## src/rtl/cap_pkg.sv

```systemverilog
// Shared types and register addresses of the packet capture engine.
// Assumes a 4-bit byte register address space.
package cap_pkg;

    typedef enum logic [1:0] {
        LIM_BASE = 2'd0,
        LIM_MID  = 2'd1,
        LIM_CAL  = 2'd2
    } lim_sel_e;

    typedef struct packed {
        logic [7:0]  page;
        logic [7:0]  hdr_data;
        logic [7:0]  hdr_cal;
        logic [15:0] evt_rld;
        logic [15:0] dat_rld;
    } cap_cfg_t;

    localparam logic [3:0] A_PAGE    = 4'd0;
    localparam logic [3:0] A_HDR_DAT = 4'd1;
    localparam logic [3:0] A_HDR_CAL = 4'd2;
    localparam logic [3:0] A_EVT_LO  = 4'd3;
    localparam logic [3:0] A_EVT_HI  = 4'd4;
    localparam logic [3:0] A_DAT_LO  = 4'd5;
    localparam logic [3:0] A_DAT_HI  = 4'd6;
    localparam logic [3:0] A_ARM_B   = 4'd8;
    localparam logic [3:0] A_ARM_M   = 4'd9;
    localparam logic [3:0] A_ARM_C   = 4'd10;
    localparam logic [3:0] A_END_LO  = 4'd12;
    localparam logic [3:0] A_END_MID = 4'd13;
    localparam logic [3:0] A_END_HI  = 4'd14;

    localparam int END_W = 18;

endpackage

```

## src/rtl/cap_regs.sv

```systemverilog
// Host byte register file: configuration storage, arming decode and
// read-back of the latched capture result.
// Assumes one write per cycle; reads are combinational on reg_addr.
module cap_regs
    import cap_pkg::*;
(
    input  logic             clk,
    input  logic             rst_n,
    input  logic             reg_wr,
    input  logic [3:0]       reg_addr,
    input  logic [7:0]       reg_wdata,
    input  logic [END_W-1:0] end_addr,
    input  logic             end_ok,
    output cap_cfg_t         cfg,
    output logic             arm,
    output lim_sel_e         arm_sel,
    output logic [7:0]       reg_rdata
);

    cap_cfg_t cfg_q;

    // Configuration register writes.
    always_ff @(posedge clk) begin
        if (!rst_n) begin
            cfg_q <= '0;
        end else if (reg_wr) begin
            case (reg_addr)
                A_PAGE:    cfg_q.page          <= reg_wdata;
                A_HDR_DAT: cfg_q.hdr_data      <= reg_wdata;
                A_HDR_CAL: cfg_q.hdr_cal       <= reg_wdata;
                A_EVT_LO:  cfg_q.evt_rld[7:0]  <= reg_wdata;
                A_EVT_HI:  cfg_q.evt_rld[15:8] <= reg_wdata;
                A_DAT_LO:  cfg_q.dat_rld[7:0]  <= reg_wdata;
                A_DAT_HI:  cfg_q.dat_rld[15:8] <= reg_wdata;
                default:   ;
            endcase
        end
    end

    assign cfg = cfg_q;

    // Arming decode: data value is irrelevant, only the address matters.
    always_comb begin
        arm     = 1'b0;
        arm_sel = LIM_BASE;
        if (reg_wr) begin
            case (reg_addr)
                A_ARM_B: begin arm = 1'b1; arm_sel = LIM_BASE; end
                A_ARM_M: begin arm = 1'b1; arm_sel = LIM_MID;  end
                A_ARM_C: begin arm = 1'b1; arm_sel = LIM_CAL;  end
                default: ;
            endcase
        end
    end

    // Read-back multiplexer.
    always_comb begin
        case (reg_addr)
            A_PAGE:    reg_rdata = cfg_q.page;
            A_HDR_DAT: reg_rdata = cfg_q.hdr_data;
            A_HDR_CAL: reg_rdata = cfg_q.hdr_cal;
            A_EVT_LO:  reg_rdata = cfg_q.evt_rld[7:0];
            A_EVT_HI:  reg_rdata = cfg_q.evt_rld[15:8];
            A_DAT_LO:  reg_rdata = cfg_q.dat_rld[7:0];
            A_DAT_HI:  reg_rdata = cfg_q.dat_rld[15:8];
            A_END_LO:  reg_rdata = end_addr[7:0];
            A_END_MID: reg_rdata = {2'b00, end_addr[13:8]};
            A_END_HI:  reg_rdata = {end_ok, 3'b000, end_addr[17:14]};
            default:   reg_rdata = 8'h00;
        endcase
    end

endmodule

```

## src/rtl/cap_timeout.sv

```systemverilog
// Tick-based timeout: a prescaler of DIV cycles feeds a 16-bit tick
// counter. The timeout expires when the tick count equals a non-zero
// reload. Assumes DIV >= 1; restart or !run clear both counters.
module cap_timeout #(
    parameter int DIV = 4
) (
    input  logic        clk,
    input  logic        rst_n,
    input  logic        run,
    input  logic        restart,
    input  logic [15:0] reload,
    output logic        expired
);

    localparam int PRE_W = $clog2(DIV + 1);

    logic [PRE_W-1:0] pre_q;
    logic [15:0]      tick_q;

    // Prescaler and tick counter; both hold once the reload is reached.
    always_ff @(posedge clk) begin
        if (!rst_n || restart || !run) begin
            pre_q  <= '0;
            tick_q <= '0;
        end else if (tick_q != reload) begin
            if (pre_q == PRE_W'(DIV - 1)) begin
                pre_q  <= '0;
                tick_q <= tick_q + 16'd1;
            end else begin
                pre_q <= pre_q + PRE_W'(1);
            end
        end
    end

    assign expired = run && (reload != 16'd0) && (tick_q == reload);

endmodule

```

## src/rtl/cap_ctrl.sv

```systemverilog
// Capture controller: arms on request, writes accepted bytes to
// sequential SRAM addresses, ends on last byte, timeout or overrun,
// and latches end offset and success flag.
// Assumes timeouts take precedence over a byte in the same cycle.
module cap_ctrl
    import cap_pkg::*;
#(
    parameter int PAGE_W     = 8,
    parameter int BASE_LIM_W = 14,
    parameter int MID_LIM_W  = 16,
    parameter int CAL_LIM_W  = 17
) (
    input  logic                         clk,
    input  logic                         rst_n,
    input  logic                         arm,
    input  lim_sel_e                     arm_sel,
    input  logic [7:0]                   cfg_page,
    input  logic [7:0]                   cfg_hdr_data,
    input  logic [7:0]                   cfg_hdr_cal,
    input  logic                         in_valid,
    input  logic [7:0]                   in_data,
    input  logic                         in_last,
    input  logic                         evt_exp,
    input  logic                         dat_exp,
    output logic                         busy,
    output logic                         evt_restart,
    output logic                         dat_restart,
    output logic                         mem_we,
    output logic [PAGE_W+BASE_LIM_W-1:0] mem_addr,
    output logic [7:0]                   mem_wdata,
    output logic [END_W-1:0]             end_addr,
    output logic                         end_ok,
    output logic                         done
);

    localparam int MEM_AW = PAGE_W + BASE_LIM_W;

    logic              busy_q;
    lim_sel_e          sel_q;
    logic [7:0]        hdr_q;
    logic [PAGE_W-1:0] page_q;
    logic [END_W-1:0]  cnt_q;
    logic [END_W-1:0]  limit;
    logic [END_W-1:0]  last_off;
    logic              tmo, full, take, arm_ok;
    logic              mem_we_q;
    logic [MEM_AW-1:0] mem_addr_q;
    logic [7:0]        mem_wdata_q;
    logic [END_W-1:0]  end_addr_q;
    logic              end_ok_q, done_q;

    // Capacity of the running capture, chosen by the arming address.
    always_comb begin
        case (sel_q)
            LIM_MID: limit = END_W'(1) << MID_LIM_W;
            LIM_CAL: limit = END_W'(1) << CAL_LIM_W;
            default: limit = END_W'(1) << BASE_LIM_W;
        endcase
    end

    // Per-cycle decisions of the running capture.
    always_comb begin
        tmo         = evt_exp | dat_exp;
        full        = (cnt_q == limit);
        take        = busy_q && !tmo && in_valid && !full;
        arm_ok      = arm && !busy_q;
        last_off    = (cnt_q == '0) ? '0 : cnt_q - END_W'(1);
        evt_restart = arm_ok;
        dat_restart = arm_ok | take;
    end

    // Memory write port, registered one cycle behind acceptance.
    always_ff @(posedge clk) begin
        if (!rst_n) begin
            mem_we_q    <= 1'b0;
            mem_addr_q  <= '0;
            mem_wdata_q <= '0;
        end else begin
            mem_we_q <= take;
            if (take) begin
                mem_addr_q  <= {page_q, {BASE_LIM_W{1'b0}}} + MEM_AW'(cnt_q);
                mem_wdata_q <= in_data;
            end
        end
    end

    // Capture state: arming, byte counting and end-of-capture latching.
    always_ff @(posedge clk) begin
        if (!rst_n) begin
            busy_q     <= 1'b0;
            sel_q      <= LIM_BASE;
            hdr_q      <= '0;
            page_q     <= '0;
            cnt_q      <= '0;
            end_addr_q <= '0;
            end_ok_q   <= 1'b0;
            done_q     <= 1'b0;
        end else begin
            done_q <= 1'b0;
            if (arm_ok) begin
                busy_q <= 1'b1;
                sel_q  <= arm_sel;
                hdr_q  <= (arm_sel == LIM_CAL) ? cfg_hdr_cal : cfg_hdr_data;
                page_q <= cfg_page[PAGE_W-1:0];
                cnt_q  <= '0;
            end else if (busy_q) begin
                if (tmo) begin
                    busy_q     <= 1'b0;
                    done_q     <= 1'b1;
                    end_ok_q   <= 1'b0;
                    end_addr_q <= last_off;
                end else if (in_valid) begin
                    if (full) begin
                        busy_q     <= 1'b0;
                        done_q     <= 1'b1;
                        end_ok_q   <= 1'b0;
                        end_addr_q <= limit - END_W'(1);
                    end else begin
                        cnt_q <= cnt_q + END_W'(1);
                        if (in_last) begin
                            busy_q     <= 1'b0;
                            done_q     <= 1'b1;
                            end_ok_q   <= ((cnt_q + END_W'(1)) >= END_W'(hdr_q));
                            end_addr_q <= cnt_q;
                        end
                    end
                end
            end
        end
    end

    assign busy      = busy_q;
    assign mem_we    = mem_we_q;
    assign mem_addr  = mem_addr_q;
    assign mem_wdata = mem_wdata_q;
    assign end_addr  = end_addr_q;
    assign end_ok    = end_ok_q;
    assign done      = done_q;

    assert_write_in_capture_R3: assert property (@(posedge clk) disable iff (!rst_n)
        mem_we_q |-> $past(busy_q));

    assert_no_overflow_R5: assert property (@(posedge clk) disable iff (!rst_n)
        cnt_q <= limit);

    assert_end_has_cause_R6: assert property (@(posedge clk) disable iff (!rst_n)
        $fell(busy_q) |-> $past(evt_exp || dat_exp || in_valid));

    assert_arm_ignored_R9: assert property (@(posedge clk) disable iff (!rst_n)
        (busy_q && $past(busy_q)) |-> ($stable(sel_q) && $stable(hdr_q) && $stable(page_q)));

    assert_done_idle_R10: assert property (@(posedge clk) disable iff (!rst_n)
        done_q |-> !busy_q);

endmodule

```

## src/rtl/pkt_capture_top.sv

```systemverilog
// Triggered packet capture engine top: register file, two timeouts with
// their own tick periods, and the capture controller.
// Assumes a synchronous byte-write SRAM port with no back-pressure.
module pkt_capture_top
    import cap_pkg::*;
#(
    parameter int PAGE_W     = 8,
    parameter int BASE_LIM_W = 14,
    parameter int MID_LIM_W  = 16,
    parameter int CAL_LIM_W  = 17,
    parameter int EVT_DIV    = 13000,
    parameter int DAT_DIV    = 102
) (
    input  logic                         clk,
    input  logic                         rst_n,
    input  logic                         reg_wr,
    input  logic [3:0]                   reg_addr,
    input  logic [7:0]                   reg_wdata,
    output logic [7:0]                   reg_rdata,
    input  logic                         in_valid,
    input  logic [7:0]                   in_data,
    input  logic                         in_last,
    output logic                         mem_we,
    output logic [PAGE_W+BASE_LIM_W-1:0] mem_addr,
    output logic [7:0]                   mem_wdata,
    output logic                         busy,
    output logic                         cap_done
);

    cap_cfg_t         cfg;
    logic             arm;
    lim_sel_e         arm_sel;
    logic [END_W-1:0] end_addr;
    logic             end_ok;
    logic             evt_exp, dat_exp, evt_restart, dat_restart;

    cap_regs u_regs (
        .clk       (clk),
        .rst_n     (rst_n),
        .reg_wr    (reg_wr),
        .reg_addr  (reg_addr),
        .reg_wdata (reg_wdata),
        .end_addr  (end_addr),
        .end_ok    (end_ok),
        .cfg       (cfg),
        .arm       (arm),
        .arm_sel   (arm_sel),
        .reg_rdata (reg_rdata)
    );

    cap_timeout #(.DIV(EVT_DIV)) u_evt (
        .clk     (clk),
        .rst_n   (rst_n),
        .run     (busy),
        .restart (evt_restart),
        .reload  (cfg.evt_rld),
        .expired (evt_exp)
    );

    cap_timeout #(.DIV(DAT_DIV)) u_dat (
        .clk     (clk),
        .rst_n   (rst_n),
        .run     (busy),
        .restart (dat_restart),
        .reload  (cfg.dat_rld),
        .expired (dat_exp)
    );

    cap_ctrl #(
        .PAGE_W     (PAGE_W),
        .BASE_LIM_W (BASE_LIM_W),
        .MID_LIM_W  (MID_LIM_W),
        .CAL_LIM_W  (CAL_LIM_W)
    ) u_ctrl (
        .clk          (clk),
        .rst_n        (rst_n),
        .arm          (arm),
        .arm_sel      (arm_sel),
        .cfg_page     (cfg.page),
        .cfg_hdr_data (cfg.hdr_data),
        .cfg_hdr_cal  (cfg.hdr_cal),
        .in_valid     (in_valid),
        .in_data      (in_data),
        .in_last      (in_last),
        .evt_exp      (evt_exp),
        .dat_exp      (dat_exp),
        .busy         (busy),
        .evt_restart  (evt_restart),
        .dat_restart  (dat_restart),
        .mem_we       (mem_we),
        .mem_addr     (mem_addr),
        .mem_wdata    (mem_wdata),
        .end_addr     (end_addr),
        .end_ok       (end_ok),
        .done         (cap_done)
    );

endmodule

```

## config.mk

```make
export PLATFORM = sky130hd
export DESIGN_NAME = pkt_capture_top
export DESIGN_NICKNAME = d
export VERILOG_FILES = /design/src/rtl/cap_pkg.sv /design/src/rtl/cap_regs.sv /design/src/rtl/cap_timeout.sv /design/src/rtl/cap_ctrl.sv /design/src/rtl/pkt_capture_top.sv
export SDC_FILE = /design/constraint.sdc
export NUM_CORES = 1
export LEC_CHECK = 0
export BUFFER_PORTS_ARGS = -buffer_cell sky130_fd_sc_hd__buf_4
export CAP_MARGIN = 20
export CORE_ASPECT_RATIO = 1.4
export CORE_MARGIN = 10
export CORE_UTILIZATION = 50
export CTS_CLUSTER_DIAMETER = 200
export DETAILED_ROUTE_END_ITERATION = 6
export MAX_ROUTING_LAYER = met4
export PLACE_DENSITY = 0.77
export SLEW_MARGIN = 0
export SYNTH_ARGS = -nofsm -noshare
export SYNTH_HDL_FRONTEND = slang
export SYNTH_HIERARCHICAL = 1
export SYNTH_SLANG_ARGS = --single-unit
```

## constraint.sdc

```tcl
create_clock -name clk -period 3.3 [get_ports clk]
set_clock_uncertainty 0.1 [all_clocks]
set_input_delay 0.165 -clock clk [delete_from_list [all_inputs] [get_ports clk]]
set_output_delay 0.165 -clock clk [all_outputs]
set_load 0.01 [all_outputs]
```

# ---- After elaboration in Yosys (flattened, before gate mapping)
# Cells that the tools add are included.
dict set report word_totals {
  reg_bits 197
  output_inout_bits 41
  input_bits 25
}
dict set report op_classes {
  eq_ne 22
  reduce_logical 36
  bitwise 7
  magnitude_cmp 1
  mux 28
  n_addsub 8
}
# cell n
set op_table {}
lappend op_table {{18-bit two-way mux} 5}
lappend op_table {{8-bit case mux with 10 select lines} 1}
lappend op_table {{18-bit case mux with 2 select lines} 1}
lappend op_table {{18-bit by 1-bit subtractor with 18-bit output (second input constant)} 2}
lappend op_table {{16-bit by 1-bit adder with 16-bit output (second input constant)} 2}
lappend op_table {{16-bit equality test} 2}
lappend op_table {{16-bit inequality test} 2}
lappend op_table {{16-bit nonzero test} 2}
lappend op_table {{4-bit equality test (second input constant)} 6}
lappend op_table {{22-bit by 18-bit adder with 22-bit output} 1}
lappend op_table {{18-bit by 1-bit adder with 18-bit output (second input constant)} 1}
lappend op_table {{18-bit equality test} 1}
lappend op_table {{18-bit by 8-bit >= comparator with 1-bit output} 1}
lappend op_table {{18-bit logical NOT} 1}
lappend op_table {{2-bit AND reduction} 9}
lappend op_table {{1-bit two-way mux} 16}
lappend op_table {{14-bit by 1-bit adder with 14-bit output (second input constant)} 1}
lappend op_table {{14-bit equality test (second input constant)} 1}
lappend op_table {{14-bit two-way mux} 1}
lappend op_table {{4-bit by 3-bit equality test with 1-bit output (second input constant)} 3}
lappend op_table {{4-bit by 2-bit equality test with 1-bit output (second input constant)} 2}
lappend op_table {{1-bit logical AND} 8}
lappend op_table {{8-bit two-way mux} 1}
lappend op_table {{4-bit AND reduction} 2}
lappend op_table {{other kinds (17)} 30}

# ---- Longest topological paths before layout
dict set report logic_depth {
  word_depth 11
  mapped_depth 16
  ltp_nobuf 10
}

# ---- Cells and area by module
# The synthesis kept the hierarchy.
# module area_each_um2 n_inst cells_each seq_area_each_um2
set by_module_without_submodules {}
lappend by_module_without_submodules {cap_ctrl 4684.5 1 587 1761.7}
lappend by_module_without_submodules {cap_regs 2939.1 1 314 1121.1}
lappend by_module_without_submodules {{cap_timeout at u_evt} 1826.8 1 216 600.6}
lappend by_module_without_submodules {{cap_timeout at u_dat} 1420.1 1 172 460.4}

# ---- Worst setup path after synthesis
# No wires, ideal clock.
dict set report synth_path {
  path_type {reg2reg}
  from {register u_evt.tick_q[3]}
  to {register u_dat.pre_q[0]}
  synth_period_minus_slack_ns 3.076
  path_stages_with_launch 16
  n_path_buf 6
  path_slack_ns 0.224
  t_arrival_ns 2.906
  cell_sequence {dfxtp_1 xnor2_1 nand4_1 nor4_4 buf_2 buf_4 and3_1 nor2_1 clkbuf_1 o211ai_2 buf_2 buf_4 nand2_1 nand3b_1 clkbuf_1 a21oi_1}
}
dict set report synth_between {
  elab_chain_len 10
}
# element line
set synth_rtl {}
lappend synth_rtl {{start, declared} cap_timeout.sv:18} ;# logic [15:0] tick_q;
lappend synth_rtl {{start signal, assigned} cap_timeout.sv:28} ;# tick_q <= tick_q + 16'd1;
lappend synth_rtl {{16-bit equality test} cap_timeout.sv:35} ;# assign expired = run && (reload != 16'd0) && (tick_q == reload);
lappend synth_rtl {{1-bit logical AND} cap_timeout.sv:35}
lappend synth_rtl {{via evt_exp} pkt_capture_top.sv:35} ;# logic evt_exp, dat_exp, evt_restart, dat_restart;
lappend synth_rtl {{1-bit bitwise OR} cap_ctrl.sv:63} ;# tmo = evt_exp | dat_exp;
lappend synth_rtl {{1-bit logical NOT} cap_ctrl.sv:65} ;# take = busy_q && !tmo && in_valid && !full;
lappend synth_rtl {{1-bit logical AND (3 in series)} cap_ctrl.sv:65}
lappend synth_rtl {{1-bit bitwise OR} cap_ctrl.sv:69} ;# dat_restart = arm_ok | take;
lappend synth_rtl {{via dat_restart} pkt_capture_top.sv:35}
lappend synth_rtl {{1-bit logical OR (2 in series)} cap_timeout.sv:22} ;# if (!rst_n || restart || !run) begin
lappend synth_rtl {{end signal, assigned} cap_timeout.sv:30} ;# pre_q <= pre_q + PRE_W'(1);
lappend synth_rtl {{end, declared} cap_timeout.sv:17} ;# logic [PRE_W-1:0] pre_q;
# The timed path passes the listed nets, and every way through them passes these cells.
# A chain may end at the register's enable or synchronous reset.

# ---- Final worst setup path
dict set report layout_path {
  from {register u_ctrl.cnt_q[2]}
  to {register u_ctrl.end_ok_q (netlist: u_ctrl/end_ok)}
}
dict set report layout_between {
  elab_chain_len 6
  word_cells_on_any_way 9
  cone_classes {add/sub: 1; order compare: 1; eq/ne: 1; mux: 4; reduce/logical: 2}
}
# element line
set layout_rtl {}
lappend layout_rtl {{start, declared} cap_ctrl.sv:42} ;# logic [END_W-1:0] cnt_q;
lappend layout_rtl {{start signal, assigned} cap_ctrl.sv:119} ;# cnt_q <= cnt_q + END_W'(1);
lappend layout_rtl {{18-bit by 1-bit adder with 18-bit output} cap_ctrl.sv:123} ;# end_ok_q <= ((cnt_q + END_W'(1)) >= END_W'(hdr_q));
lappend layout_rtl {{18-bit by 8-bit >= comparator with 1-bit output} cap_ctrl.sv:123}
lappend layout_rtl {{1-bit two-way mux} cap_ctrl.sv:120} ;# if (in_last) begin
lappend layout_rtl {{1-bit two-way mux} cap_ctrl.sv:113} ;# if (full) begin
lappend layout_rtl {{1-bit two-way mux} cap_ctrl.sv:112} ;# end else if (in_valid) begin
lappend layout_rtl {{1-bit two-way mux} cap_ctrl.sv:107} ;# if (tmo) begin
lappend layout_rtl {{end signal, assigned} cap_ctrl.sv:123}
lappend layout_rtl {{end, declared} cap_ctrl.sv:50} ;# logic end_ok_q, done_q;
# Parallel ways exist; a longest one is shown, timed or not. The select of a mux whose other input is x is not followed.

==> impl_metrics.json <==
{
  "outcome": "complete, but fails checks",
  "failed_checks": "design-rule violations",
  "crit_slowest_cell": "dfxtp_1",
  "cts_tree": "done",
  "ys_top_cells_by_count": "dfxtp_1, nand2_1, a21oi_1, nor2_1, mux2i_1",
  "fp.dieArea_um2": 28100,
  "min_path_cells": 3,
  "io_buffers": 65,
  "n_antenna_cell": 0,
  "syn2layout_area_growth_pct": 11.8,
  "drive_above_1_share_pct": 11.7,
  "synth_seq_area_share_pct": 36.3,
  "ys_ff_latch": 197,
  "cts-htree-levels": 4,
  "fin_setup_tns_ps": 0,
  "initial_utilization_pct": 51.1,
  "finalHoldViolCount": 0,
  "top_level_ports": 66,
  "worst_hold_path_type": "in2reg",
  "crit_fanout": 15,
  "synth_most_common_cell": "dfxtp_1",
  "min_from": "in_last",
  "synth_fp_nets": 1338,
  "die_w_um": 145,
  "setup_viol": 0,
  "ys.flop_type": "dfxtp_1",
  "rr_worst_depth": 10,
  "p_per_area_nw_per_um2": 401,
  "critPathBufInv": 0,
  "clkSlewWorstSetupHoldPaths_ps": 80,
  "grt-ovfl-total": 0,
  "wire_per_inst_um": 19.5,
  "crit_family": "compound AO/OA/AOI/OAI gates",
  "critPathLaunchType": "flip-flop",
  "synth_edf_count": 0,
  "rsz0062_at_grt": "no",
  "post_cts_buffers": 0,
  "peakVddDrop_v": 0.000368,
  "timing.hold.ws_ps": 22.7,
  "clock-sinks": 197,
  "synth_top_cells_by_area": "dfxtp_1, mux2i_1, nand2_1, a21oi_1, nor2b_1",
  "grt_pass1_vias": 9549,
  "wl_um": 31200,
  "leakage_nw": 4.49,
  "core-area_um2": 21300,
  "drv_cap": 0,
  "antenna_found_initial": 0,
  "fin_nets": 1372,
  "synth_cell_type_count": 86,
  "synthArstFlopShare_pct": 0,
  "syn_inst": 1289,
  "max_stage_delay_ps": 710,
  "cts_max_path_buffers": 2,
  "grt_first_pass_wirelength_um": 49200,
  "drc": 7,
  "firstDrtPassIters": 7,
  "synth_area_per_cell_um2": 8.43,
  "yosys.area.top_type": "dfxtp_1",
  "crit_chain": "and4_1 -> nand2_2 -> xnor2_1 -> ha_1 -> a21o_1 -> a21o_1 -> a21o_1 -> a221oi_1 -> a31o_2 -> o211ai_1",
  "period_needed_ps": 3160,
  "avgViaCountPerCell": 6.31,
  "relSlewSlack_pct": 48.7,
  "numCtsBuffers": 17,
  "drt_iter0_drc": 827,
  "cts_root_buffer": "clkbuf_16",
  "die_h_um": 194,
  "detailed_place_hpwl_um": 22000,
  "finalCritPeriodShare_pct": 95.8,
  "worst_setup_path_end_kind": "flip-flop",
  "path_depth": 10,
  "tightest_slew_ps": 767,
  "crit_path_start": "u_ctrl/cnt_q[2]$_SDFFE_PP0P_",
  "critical_path_class": "reg2reg",
  "regToRegStartpoint": "u_ctrl/cnt_q[2]$_SDFFE_PP0P_",
  "synth_warnings": 6,
  "cp.arrival_ps": 3370,
  "p_total_mw": 4.88,
  "yosys.area.top_type_share_pct": 36.3,
  "worstSkewPairLatency_ps": 440,
  "finalWeightedCongestion": 0.956,
  "num_rows": 63,
  "crit_path_frequent_cell": "a21o_1",
  "detail-route-antenna-nets": 0,
  "final_max_slew_viol_count": 0,
  "required_ps": 3510,
  "netlist_area_um2": 10900,
  "timing.fmax_mhz": 316,
  "grt_max_degree": 52,
  "groute.usage.overall_pct": 22.1,
  "vias": 10100
}
[worst reg2reg max path, delay by kind of cell, from the launching register on]
| family | cells | cell delay (ps) |
|---|---|---|
| xor+xnor | 1 | 240 |
| compound gates | 6 | 1180 |
| fa+ha+maj | 1 | 270 |
| flops | 1 | 710 |
| simple gates | 2 | 530 |
[cells in the final DEF (no fill, tap or decap), types with 29 or more instances in the layout]
cell	n
a21oi_1	98
buf_4	92
dfxtp_1	197
mux2i_1	66
nand2_1	140
nand3_1	43
nand4_1	32
nor2_1	73
nor2b_1	51
o21ai_0	58
xnor2_1	32
xor2_1	29
[through the flow]
stage | cell area (um2) | worst slack (ps) | cells | util, %
3_5_place_dp | 11400 | 230 | 1548 | 53.6
5_1_grt | 12100 | 51.3 | 1596 | 57.1
4_1_cts | 12100 | 210 | 1596 | 57.1
3_3_place_gp | 11400 | 257 | 1548 | 53.6
2_1_floorplan | 10900 | 224 | 1289 | -
6_report | 12100 | 140 | 1596 | 57.1
[final timing paths]
path / endpoint / slack (ps)
max reg2reg: u_ctrl/end_ok$_SDFFE_PN0P_ / 140
min reg2reg: u_ctrl/mem_addr[18]$_SDFFE_PN0P_ / 350
max: u_ctrl/end_ok$_SDFFE_PN0P_ / 140
min: u_ctrl/end_ok$_SDFFE_PN0P_ / 20
[layout make-up]
class | count | area (um2)
clock buffer | 19 | 443
clock inverter | 13 | 139
fill | 1953 | 9140
inverter | 24 | 90.1
multi-input combinational | 974 | 6340
sequential | 197 | 3940
tap | 260 | 325
timing repair buffer | 109 | 871
[cells by family after synthesis]
group | Yosys count | synth area share, %
AO/OA/AOI/OAI | 304 | 18.0
XOR/XNOR | 61 | 4.91
adder cells (fa/ha/maj) | 24 | 2.83
buffers and inverters | 118 | 5.43
flip-flops | 197 | 36.3
multiplexers | 67 | 6.32
AND/OR/NAND/NOR | 518 | 26.2
[layer usage]
layer / wire, um / global-route usage [%] / up-vias
met5: 0 / - / -
met4: 1760 / 12.6 / 0
met3: 1810 / 3.54 / 123
met2: 15300 / 36.2 / 457
met1: 12300 / 24.7 / 4725
li1: - / - / 4761
[where the power goes]
| part | switching [mW] | internal [mW] |
|---|---|---|
| registers | 0.0208 | 2.40 |
| logic | 0.248 | 0.136 |
| clock network | 0.985 | 1.09 |
| total | 1.25 | 3.62 |
[state kept, by name, indices dropped and copies added (netlist names), 2 cells and up]
signal and cells:
u_ctrl/end_addr 18, u_ctrl/cnt_q 18, u_dat/pre_q 7, u_dat/tick_q 16, u_ctrl/hdr_q 8, u_ctrl/mem_wdata 8, u_ctrl/mem_addr 22, u_regs/cfg 56
u_evt/tick_q 16, u_ctrl/page_q 8, u_ctrl/sel_q 2, u_evt/pre_q 14
[what timing repair did]
item,4_1_cts,5_1_grt
hold endpoints to repair,45,0
hold buffers,16,0
gates resized for setup,0,0
Power figures use the tool's default switching activity.
